File: config.mk
export PLATFORM = sky130hd
export DESIGN_NAME = minsec_rtc
export DESIGN_NICKNAME = d
export VERILOG_FILES = /design/src/rtl/minsec_pkg.sv /design/src/rtl/ms_phase.sv /design/src/rtl/ms_guard.sv /design/src/rtl/ms_time.sv /design/src/rtl/ms_irq.sv /design/src/rtl/minsec_rtc.sv
export SDC_FILE = /design/constraint.sdc
export NUM_CORES = 1
export LEC_CHECK = 0
export BUFFER_PORTS_ARGS = -buffer_cell sky130_fd_sc_hd__buf_2
export CORE_AREA = 2 2 79 51
export CTS_CLUSTER_DIAMETER = 150
export DETAILED_ROUTE_END_ITERATION = 10
export DIE_AREA = 0 0 81 53
export PLACE_DENSITY_LB_ADDON = 0.25
export SYNTH_ARGS = -nofsm -noshare
export SYNTH_HDL_FRONTEND = slang
export SYNTH_SLANG_ARGS = --single-unit
export TNS_END_PERCENT = 5
File: constraint.sdc
create_clock -name clk -period 2.7 [get_ports clk]
set_input_delay 0.27 -clock clk [delete_from_list [all_inputs] [get_ports clk]]
set_output_delay 0.27 -clock clk [all_outputs]
set_load 0.01 [all_outputs]
File: src/rtl/minsec_pkg.sv
package minsec_pkg;
  localparam int unsigned FIELD_W = 6;
  localparam int unsigned DATA_W  = 8;
  localparam int unsigned ADDR_W  = 3;

  localparam logic [ADDR_W-1:0] A_SEC  = 3'd0;
  localparam logic [ADDR_W-1:0] A_MIN  = 3'd1;
  localparam logic [ADDR_W-1:0] A_KEY  = 3'd2;
  localparam logic [ADDR_W-1:0] A_CTRL = 3'd3;
  localparam logic [ADDR_W-1:0] A_STAT = 3'd4;

  typedef enum logic [1:0] {
    IV_HALF    = 2'd0,
    IV_SEC     = 2'd1,
    IV_HALFMIN = 2'd2,
    IV_MIN     = 2'd3
  } ival_e;

  // value fits in a time field whose top count is lim
  function automatic logic fits(input logic [DATA_W-1:0] v, input logic [FIELD_W-1:0] lim);
    return v <= {{(DATA_W-FIELD_W){1'b0}}, lim};
  endfunction

  // modulo (lim+1) increment
  function automatic logic [FIELD_W-1:0] bump(input logic [FIELD_W-1:0] v,
                                              input logic [FIELD_W-1:0] lim);
    return (v == lim) ? '0 : v + 1'b1;
  endfunction
endpackage

File: src/rtl/ms_phase.sv
module ms_phase (
  input  logic clk,
  input  logic rst,
  input  logic tick,
  output logic half_evt,
  output logic sec_evt
);
  logic half_q;

  always_ff @(posedge clk) begin
    if (rst)       half_q <= 1'b0;
    else if (tick) half_q <= ~half_q;
  end

  assign half_evt = tick;
  assign sec_evt  = tick & half_q;   // every second tick
endmodule

File: src/rtl/ms_guard.sv
module ms_guard import minsec_pkg::*; #(
  parameter logic [FIELD_W-1:0] LIMIT = 6'd59,
  parameter logic [DATA_W-1:0]  KEY   = 8'h5A
) (
  input  logic              clk,
  input  logic              rst,
  input  logic              wr_en,
  input  logic [ADDR_W-1:0] addr,
  input  logic [DATA_W-1:0] wdata,
  output logic              ld_sec,
  output logic              ld_min,
  output logic              bad_val,
  output logic              unlocked
);
  logic val_ok, wr_time;

  assign val_ok  = fits(wdata, LIMIT);
  assign wr_time = wr_en & ((addr == A_SEC) | (addr == A_MIN));
  assign ld_sec  = wr_en & (addr == A_SEC) & unlocked & val_ok;
  assign ld_min  = wr_en & (addr == A_MIN) & unlocked & val_ok;
  assign bad_val = wr_time & unlocked & ~val_ok;

  // one-shot: every bus write re-arms or disarms
  always_ff @(posedge clk) begin
    if (rst)        unlocked <= 1'b0;
    else if (wr_en) unlocked <= (addr == A_KEY) && (wdata == KEY);
  end
endmodule

File: src/rtl/ms_time.sv
module ms_time import minsec_pkg::*; #(
  parameter logic [FIELD_W-1:0] LIMIT = 6'd59
) (
  input  logic               clk,
  input  logic               rst,
  input  logic               sec_evt,
  input  logic               ld_sec,
  input  logic               ld_min,
  input  logic [FIELD_W-1:0] ld_val,
  output logic [FIELD_W-1:0] sec_q,
  output logic [FIELD_W-1:0] min_q,
  output logic [FIELD_W-1:0] sec_nx,
  output logic               step
);
  assign step   = sec_evt & ~(ld_sec | ld_min);
  assign sec_nx = bump(sec_q, LIMIT);

  always_ff @(posedge clk) begin
    if (rst)         sec_q <= '0;
    else if (ld_sec) sec_q <= ld_val;
    else if (step)   sec_q <= sec_nx;
  end

  always_ff @(posedge clk) begin
    if (rst)                          min_q <= '0;
    else if (ld_min)                  min_q <= ld_val;
    else if (step && sec_q == LIMIT)  min_q <= bump(min_q, LIMIT);
  end
endmodule

File: src/rtl/ms_irq.sv
module ms_irq import minsec_pkg::*; #(
  parameter logic [FIELD_W-1:0] LIMIT = 6'd59
) (
  input  logic               clk,
  input  logic               rst,
  input  ival_e              sel,
  input  logic               half_evt,
  input  logic               step,
  input  logic [FIELD_W-1:0] sec_nx,
  input  logic               clr,
  output logic               evt,
  output logic               flag
);
  localparam logic [FIELD_W-1:0] HALF_MARK = FIELD_W'((int'(LIMIT) + 1) / 2);

  always_comb begin
    unique case (sel)
      IV_HALF:    evt = half_evt;
      IV_SEC:     evt = step;
      IV_HALFMIN: evt = step & ((sec_nx == '0) | (sec_nx == HALF_MARK));
      default:    evt = step & (sec_nx == '0);
    endcase
  end

  always_ff @(posedge clk) begin
    if (rst) flag <= 1'b0;
    else     flag <= evt | (flag & ~clr);   // event beats clear
  end
endmodule

File: src/rtl/minsec_rtc.sv
module minsec_rtc import minsec_pkg::*; #(
  parameter logic [FIELD_W-1:0] LIMIT = 6'd59,
  parameter logic [DATA_W-1:0]  KEY   = 8'h5A
) (
  input  logic              clk,
  input  logic              rst,
  input  logic              tick_2hz,
  input  logic              bus_valid,
  input  logic              bus_write,
  input  logic [ADDR_W-1:0] bus_addr,
  input  logic [DATA_W-1:0] bus_wdata,
  output logic [DATA_W-1:0] bus_rdata,
  output logic              irq
);
  localparam int unsigned PAD = DATA_W - FIELD_W;

  logic               wr_en, half_evt, sec_evt, step;
  logic               ld_sec, ld_min, bad_val, unlocked;
  logic               clr_irq, clr_err, err_q, irq_evt;
  logic [FIELD_W-1:0] sec_q, min_q, sec_nx;
  ival_e              sel_q;

  assign wr_en   = bus_valid & bus_write;
  assign clr_irq = wr_en & (bus_addr == A_STAT) & bus_wdata[0];
  assign clr_err = wr_en & (bus_addr == A_STAT) & bus_wdata[1];

  ms_phase u_phase (
    .clk(clk), .rst(rst), .tick(tick_2hz),
    .half_evt(half_evt), .sec_evt(sec_evt)
  );

  ms_guard #(.LIMIT(LIMIT), .KEY(KEY)) u_guard (
    .clk(clk), .rst(rst), .wr_en(wr_en), .addr(bus_addr), .wdata(bus_wdata),
    .ld_sec(ld_sec), .ld_min(ld_min), .bad_val(bad_val), .unlocked(unlocked)
  );

  ms_time #(.LIMIT(LIMIT)) u_time (
    .clk(clk), .rst(rst), .sec_evt(sec_evt), .ld_sec(ld_sec), .ld_min(ld_min),
    .ld_val(bus_wdata[FIELD_W-1:0]), .sec_q(sec_q), .min_q(min_q),
    .sec_nx(sec_nx), .step(step)
  );

  ms_irq #(.LIMIT(LIMIT)) u_irq (
    .clk(clk), .rst(rst), .sel(sel_q), .half_evt(half_evt), .step(step),
    .sec_nx(sec_nx), .clr(clr_irq), .evt(irq_evt), .flag(irq)
  );

  always_ff @(posedge clk) begin
    if (rst)                               sel_q <= IV_HALF;
    else if (wr_en && bus_addr == A_CTRL)  sel_q <= ival_e'(bus_wdata[1:0]);
  end

  always_ff @(posedge clk) begin
    if (rst) err_q <= 1'b0;
    else     err_q <= bad_val | (err_q & ~clr_err);
  end

  always_comb begin
    unique case (bus_addr)
      A_SEC:   bus_rdata = {{PAD{1'b0}}, sec_q};
      A_MIN:   bus_rdata = {{PAD{1'b0}}, min_q};
      A_KEY:   bus_rdata = {{(DATA_W-1){1'b0}}, unlocked};
      A_CTRL:  bus_rdata = {{(DATA_W-2){1'b0}}, sel_q};
      A_STAT:  bus_rdata = {{(DATA_W-2){1'b0}}, err_q, irq};
      default: bus_rdata = '0;
    endcase
  end
endmodule

==> results of run 1 <==
cell type report:
type / count / area, um^2 / area share, %
clock buffers: 4 / 55.1 / 3.53
inverters: 5 / 18.8 / 1.20
multi-input cells: 140 / 948 / 60.8
flip-flops and latches: 18 / 360 / 23.1
well taps: 47 / 58.8 / 3.77
repair buffers: 23 / 118 / 7.54
placed cells by master (no fill, tap or decap), types with 2 or more instances in the layout:
cell      netlist  final
buf_2           2     22
nand2_1        19     19
dfxtp_1        18     18
nor2_1         13     13
nand3_1        11     11
mux2i_1        10     10
a21oi_1         9      9
nor3_1          6      6
inv_1           5      5
a31oi_1         5      5
o211ai_1        5      5
a211oi_1        5      5
nand4_1         4      4
ha_1            4      4
clkbuf_8        0      4
nand2b_1        3      3
o21ai_0         3      3
a311oi_1        3      3
o22ai_1         2      2
nor2b_1         2      2
nand4b_1        2      2
xnor2_1         2      2
or4b_1          2      2
and3_1          2      2
and2_1          2      2
conb_1          1      2
worst register-to-register path, stage by stage, from the launching register on:
cell and delay [ns]:
dfxtp_1 0.48, ha_1 0.31, nand4_2 0.17, nor3_4 0.27
nand3_2 0.12, or4b_1 0.52, a31oi_1 0.16
cell families after synthesis:
logic type               count (synthesis)
buffers and inverters                   16
multiplexers                            13
other                                    1
AND/OR/NAND/NOR                         80
adder cells (fa/ha/maj)                  4
XOR/XNOR                                 3
AO/OA/AOI/OAI                           38
flip-flops                              18
stage by stage:
step | power (uW) | instance area, um^2
CTS | 598 | 1560
finish | 593 | 1560
global route | 628 | 1560
detailed placement | 369 | 1500
global placement | 367 | 1500
floorplan | 338 | 1380
metal layers:
metal  share of wire [%]  vias to the layer above  track usage, %
li1                    -                      679               -
met1                  49                      690            30.7
met2                  42                       65            28.4
met3                 8.8                        0            5.46
met4                   0                        0            4.24
met5                   0                        -               0
flip-flops by register name (all words and copies together) (netlist names):
register and cells:
sel_q 2, u_irq.flag 1, u_phase.half_q 1, err_q 1, u_time.sec_q 6, u_time.min_q 6, u_guard.unlocked 1
cells in the mapped netlist (4+ instances only):
cell      number
a31oi_1        5
nand3_1       11
nor2_1        13
inv_1          5
dfxtp_1       18
nor3_1         6
o211ai_1       5
clkbuf_1       6
nand4_1        4
ha_1           4
mux2i_1       10
nand2_1       19
a211oi_1       5
a21oi_1        9
worst min path at each step:
stage	from	endpoint	slack (ns)	cells after the start
global placement	err_q$_SDFF_PP0_	err_q$_SDFF_PP0_	0.46	2
floorplan	bus_wdata[4]	u_time.min_q[4]$_SDFFE_PP0P_	0.40	2
CTS	bus_write	err_q$_SDFF_PP0_	0.29	3
finish	bus_write	err_q$_SDFF_PP0_	0.29	3
detailed placement	u_guard.unlocked$_SDFFE_PP0N_	u_guard.unlocked$_SDFFE_PP0N_	0.47	2
global route	bus_wdata[3]	u_time.sec_q[3]$_SDFFE_PP0P_	0.30	3
report_power, final:
part	total (uW)	internal (uW)	switching, uW
logic	79.6	30.5	49.2
registers	285	272	12.7
clock network	228	130	98.7
==> impl_metrics.yaml, run 1 <==
global_routing:
  grt_use_total_pct: 20.4
  grt_max_degree: 20
  antenna_found_initial: 0
  grt_pass1_vias: 1249
  overflow: 0
  grt_pass1_wl_um: 6440
logic_synthesis:
  synth.top_cell.area_share_pct: 26.2
  synthAdderAreaFrac_pct: 3.64
  synth_warnings: 0
  synth_top_family_by_area: "simple AND/OR/NAND/NOR gates"
  syn_area_um2: 1380
  synth_ff_type: "dfxtp_1"
  synth_xor_area_share_pct: 1.91
  yosys.area_share.simple_pct: 33.5
  yosys-top-cells-area: "dfxtp_1, mux2i_1, nand2_1, nand3_1, ha_1"
  synth_mux_area_share_pct: 10.7
  ys_seq_elements: 18
  synth_edf_count: 0
  synth_compound_area_share_pct: 18.7
  synth.avg_cell_area_um2: 7.95
  yosysSeqAreaShare_pct: 26.2
  yosys.cell_types.count: 52
  yosysTopAreaCell: "dfxtp_1"
  synth-async-reset-ratio_pct: 0
  syn_inst: 173
worst_setup_path:
  cp_cell_sequence: "ha_1 > nand4_2 > nor3_4 > nand3_2 > or4b_1 > a31oi_1"
  cp-start-kind: "flip-flop"
  arrival_ns: 2.28
  timing.rr.start: "u_time.sec_q[0]$_SDFFE_PP0P_"
  r2r_slack_ns: 0.61
  cp_top_family: "simple AND/OR/NAND/NOR gates"
  ff2ff_path_depth: 6
  cp.depth: 6
  path_buf_inv: 0
  crit_fanout: 8
  crit_path_end: "u_time.min_q[5]$_SDFFE_PP0P_"
  cpPeakStageDelay_ns: 0.52
  worstReg2RegEnd: "u_time.min_q[5]$_SDFFE_PP0P_"
  critPathCaptureType: "flip-flop"
  slowest_stage: "or4b_1"
  startpoint: "u_time.sec_q[0]$_SDFFE_PP0P_"
  cp.required_ns: 2.89
  path_class: "reg -> reg"
drt:
  drt_pass1_iterations: 5
  vias: 1434
  wl_per_cell_um: 17.2
  drtIter0Drc: 244
  viasPerCell: 6.05
  drc_errors: 0
  routed_wl_um: 4080
  ant_nets: 0
sta:
  period_share_pct: 77.5
  fmax_mhz: 478
  setup_slack_ns: 0.608
  tightest_slew_ns: 0.545
  layout_min_cycle_time_ns: 2.09
  hold_ws_ns: 0.295
  finalSetupViolCount: 0
  hold_viol_final: 0
  rsz0062_at_grt: "false"
  finClkSkew_ns: 0.00368
  relSlewSlack_pct: 63.1
  slew_violations: 0
  setup_tns_ns: 0
hold_path:
  hold_path.class: "in -> reg"
placement:
  gp_congestion: 0.917
  dp_cells: 233
  dp_hpwl_um: 3050
  dp_slack_ns: 0.663
  numPortBuffers: 22
final_layout:
  diodes: 0
  fill_cells: 379
  post-route-util_pct: 44.2
  instances_no_fill: 237
  drive_gt1_share_pct: 18.9
  fin_nets: 211
  area_growth_pct: 13.4
floorplanning:
  dieArea_um2: 4290
  die_h_um: 53
  die-width_um: 81
  rows: 17
  core_um2: 3530
  start_util_pct: 38.9
  ios: 25
power:
  powerDensity_nw_per_um2: 380
  vdd.ir_drop.worst_v: 0.000218
  leakagePower_uw: 0.000611
cts:
  cts_resized: 0
  clkTransAtPathRegs_ns: 0.08
  post_cts_buffers: 0
  cts_tree: "done"
  clock-sinks: 18
  clockBufferDepth: 2
  cts_hold_buf: 0
  worstSkewPairLatency_ns: 0.26
  clockRootBuffer: "clkbuf_8"
  cts_max_level: 1
  cts_buffers: 3
run:
  max_cap_viol_count: 0
outcome:
  status: "finished clean"
No activity file was read; power rests on OpenSTA's default activity.
==> inputs of run 2 (changes only) <==
==> constraint.sdc (replaced) <==
create_clock -name clk -period 1.8 [get_ports clk]
set_input_delay 0.18 -clock clk [delete_from_list [all_inputs] [get_ports clk]]
set_output_delay 0.18 -clock clk [all_outputs]
set_load 0.01 [all_outputs]
==> run 2 against run 1 <==
Effect of this change:
- sequential power grew 49%
- fmax is 22% higher
- non-clock buffer count is 13 higher
- clock skew fell by 0.0022 ns
==> impl_metrics.yaml, run 2 (synthesis gave the netlist of run 1 again) <==
worst_setup_path:
  arrival_ns: 1.90
  slowest_stage: "or4b_1"
  cp-start-kind: "flip-flop"
  cpPeakStageDelay_ns: 0.50
  crit_fanout: 5
  critPathCaptureType: "flip-flop"
  cp.required_ns: 1.99
  path_class: "reg -> reg"
  cp_cell_sequence: "ha_4 > nand4_4 > nor3_4 > nand3_2 > or4b_1 > a31oi_1"
placement:
  dp_hpwl_um: 3150
  dp_slack_ns: 0.0939
  gp_congestion: 0.906
  dp_cells: 246
  numPortBuffers: 22
global_routing:
  grt_max_degree: 20
  grt_pass1_wl_um: 6610
  antenna_found_initial: 0
  grt_pass1_vias: 1325
  overflow: 0
  grt_use_total_pct: 20.9
run:
  max_cap_viol_count: 0
sta:
  hold_ws_ns: 0.201
  hold_viol_final: 0
  layout_min_cycle_time_ns: 1.72
  finClkSkew_ns: 0.00150
  tightest_slew_ns: 0.534
  relSlewSlack_pct: 63.8
  rsz0062_at_grt: "true"
  setup_slack_ns: 0.0846
  period_share_pct: 95.3
  fmax_mhz: 583
  finalSetupViolCount: 0
  slew_violations: 0
drt:
  vias: 1457
  routed_wl_um: 4220
  wl_per_cell_um: 16.9
  ant_nets: 0
  drc_errors: 0
  viasPerCell: 5.83
  drtIter0Drc: 159
  drt_pass1_iterations: 4
power:
  leakagePower_uw: 0.000681
  total_power_uw: 912
  powerDensity_nw_per_um2: 541
  vdd.ir_drop.worst_v: 0.000492
cts:
  cts_hold_buf: 0
  clock-sinks: 18
  cts_buffers: 3
  worstSkewPairLatency_ns: 0.26
  clkTransAtPathRegs_ns: 0.07
  cts_max_level: 1
  clockRootBuffer: "clkbuf_8"
  cts_tree: "done"
  clockBufferDepth: 2
final_layout:
  fin_nets: 224
  reg_top3: "u_time.min_q x6, u_time.sec_q x6, sel_q x2"
  area_growth_pct: 22.7
  final_common_cell: "buf_2"
  instances_no_fill: 250
  final_cell_mix: "buf_2, nand2_1, dfxtp_1, buf_4, nor2_1"
  drive_gt1_share_pct: 26.6
  fill_cells: 382
  multi_input_area_um2: 975
  diodes: 0
  final-seq-area_um2: 364
floorplanning:
  die_h_um: 53
  start_util_pct: 38.9
  core_um2: 3530
  die-width_um: 81
  dieArea_um2: 4290
  rows: 17
  ios: 25
hold_path:
  hold_path.class: "in -> reg"
outcome:
  status: "finished clean"
[run 2: through the flow]
step	setup TNS, ns	instance area [um^2]	utilization [%]
detailed placement	0	1620	45.8
floorplan	0	1390	-
finish	0	1690	47.8
global route	-0.0266	1690	47.8
global placement	0	1620	45.8
CTS	0	1670	47.3
[run 2: final timing paths]
path	from	slack [ns]	depth (start not counted)	end
max reg2reg	u_time.sec_q[1]$_SDFFE_PP0P_	0.08	6	u_time.min_q[5]$_SDFFE_PP0P_
min	bus_wdata[3]	0.20	3	u_time.sec_q[3]$_SDFFE_PP0P_
min reg2reg	err_q$_SDFF_PP0_	0.47	2	err_q$_SDFF_PP0_
max	u_time.sec_q[1]$_SDFFE_PP0P_	0.08	6	u_time.min_q[5]$_SDFFE_PP0P_
[run 2: metal layers]
| layer | vias to the layer above | track usage [%] | wire length [um] |
|---|---|---|---|
| li1 | 704 | - | - |
| met1 | 688 | 30.8 | 2020 |
| met2 | 61 | 31.3 | 1800 |
| met3 | 4 | 4.61 | 382 |
| met4 | 0 | 3.67 | 17 |
| met5 | - | 0 | 0 |
[run 2: timing repair]
action,CTS,global route
setup buffers,0,0
setup endpoints to repair,0,4
gates resized for setup,0,4
[run 2: layout make-up]
class                           count  share of cell area, %
Inverter                            5                   1.11
Timing Repair Buffer               36                   12.8
Sequential cell                    18                   21.6
Multi-Input combinational cell    140                   57.8
Clock buffer                        4                   3.26
Tap cell                           47                   3.49
[run 2: power breakdown]
group	switching, uW	internal, uW
clock network	150	195
logic	86.1	57.4
registers	14.7	409
[run 2: worst max-delay path: cells and delay by family (launching register included)]
family / cells / cell delay (ns)
AND/OR/NAND/NOR: 4 / 0.94
AO/OA/AOI/OAI: 1 / 0.17
flip-flops: 1 / 0.35
adder cells (fa/ha/maj): 1 / 0.17
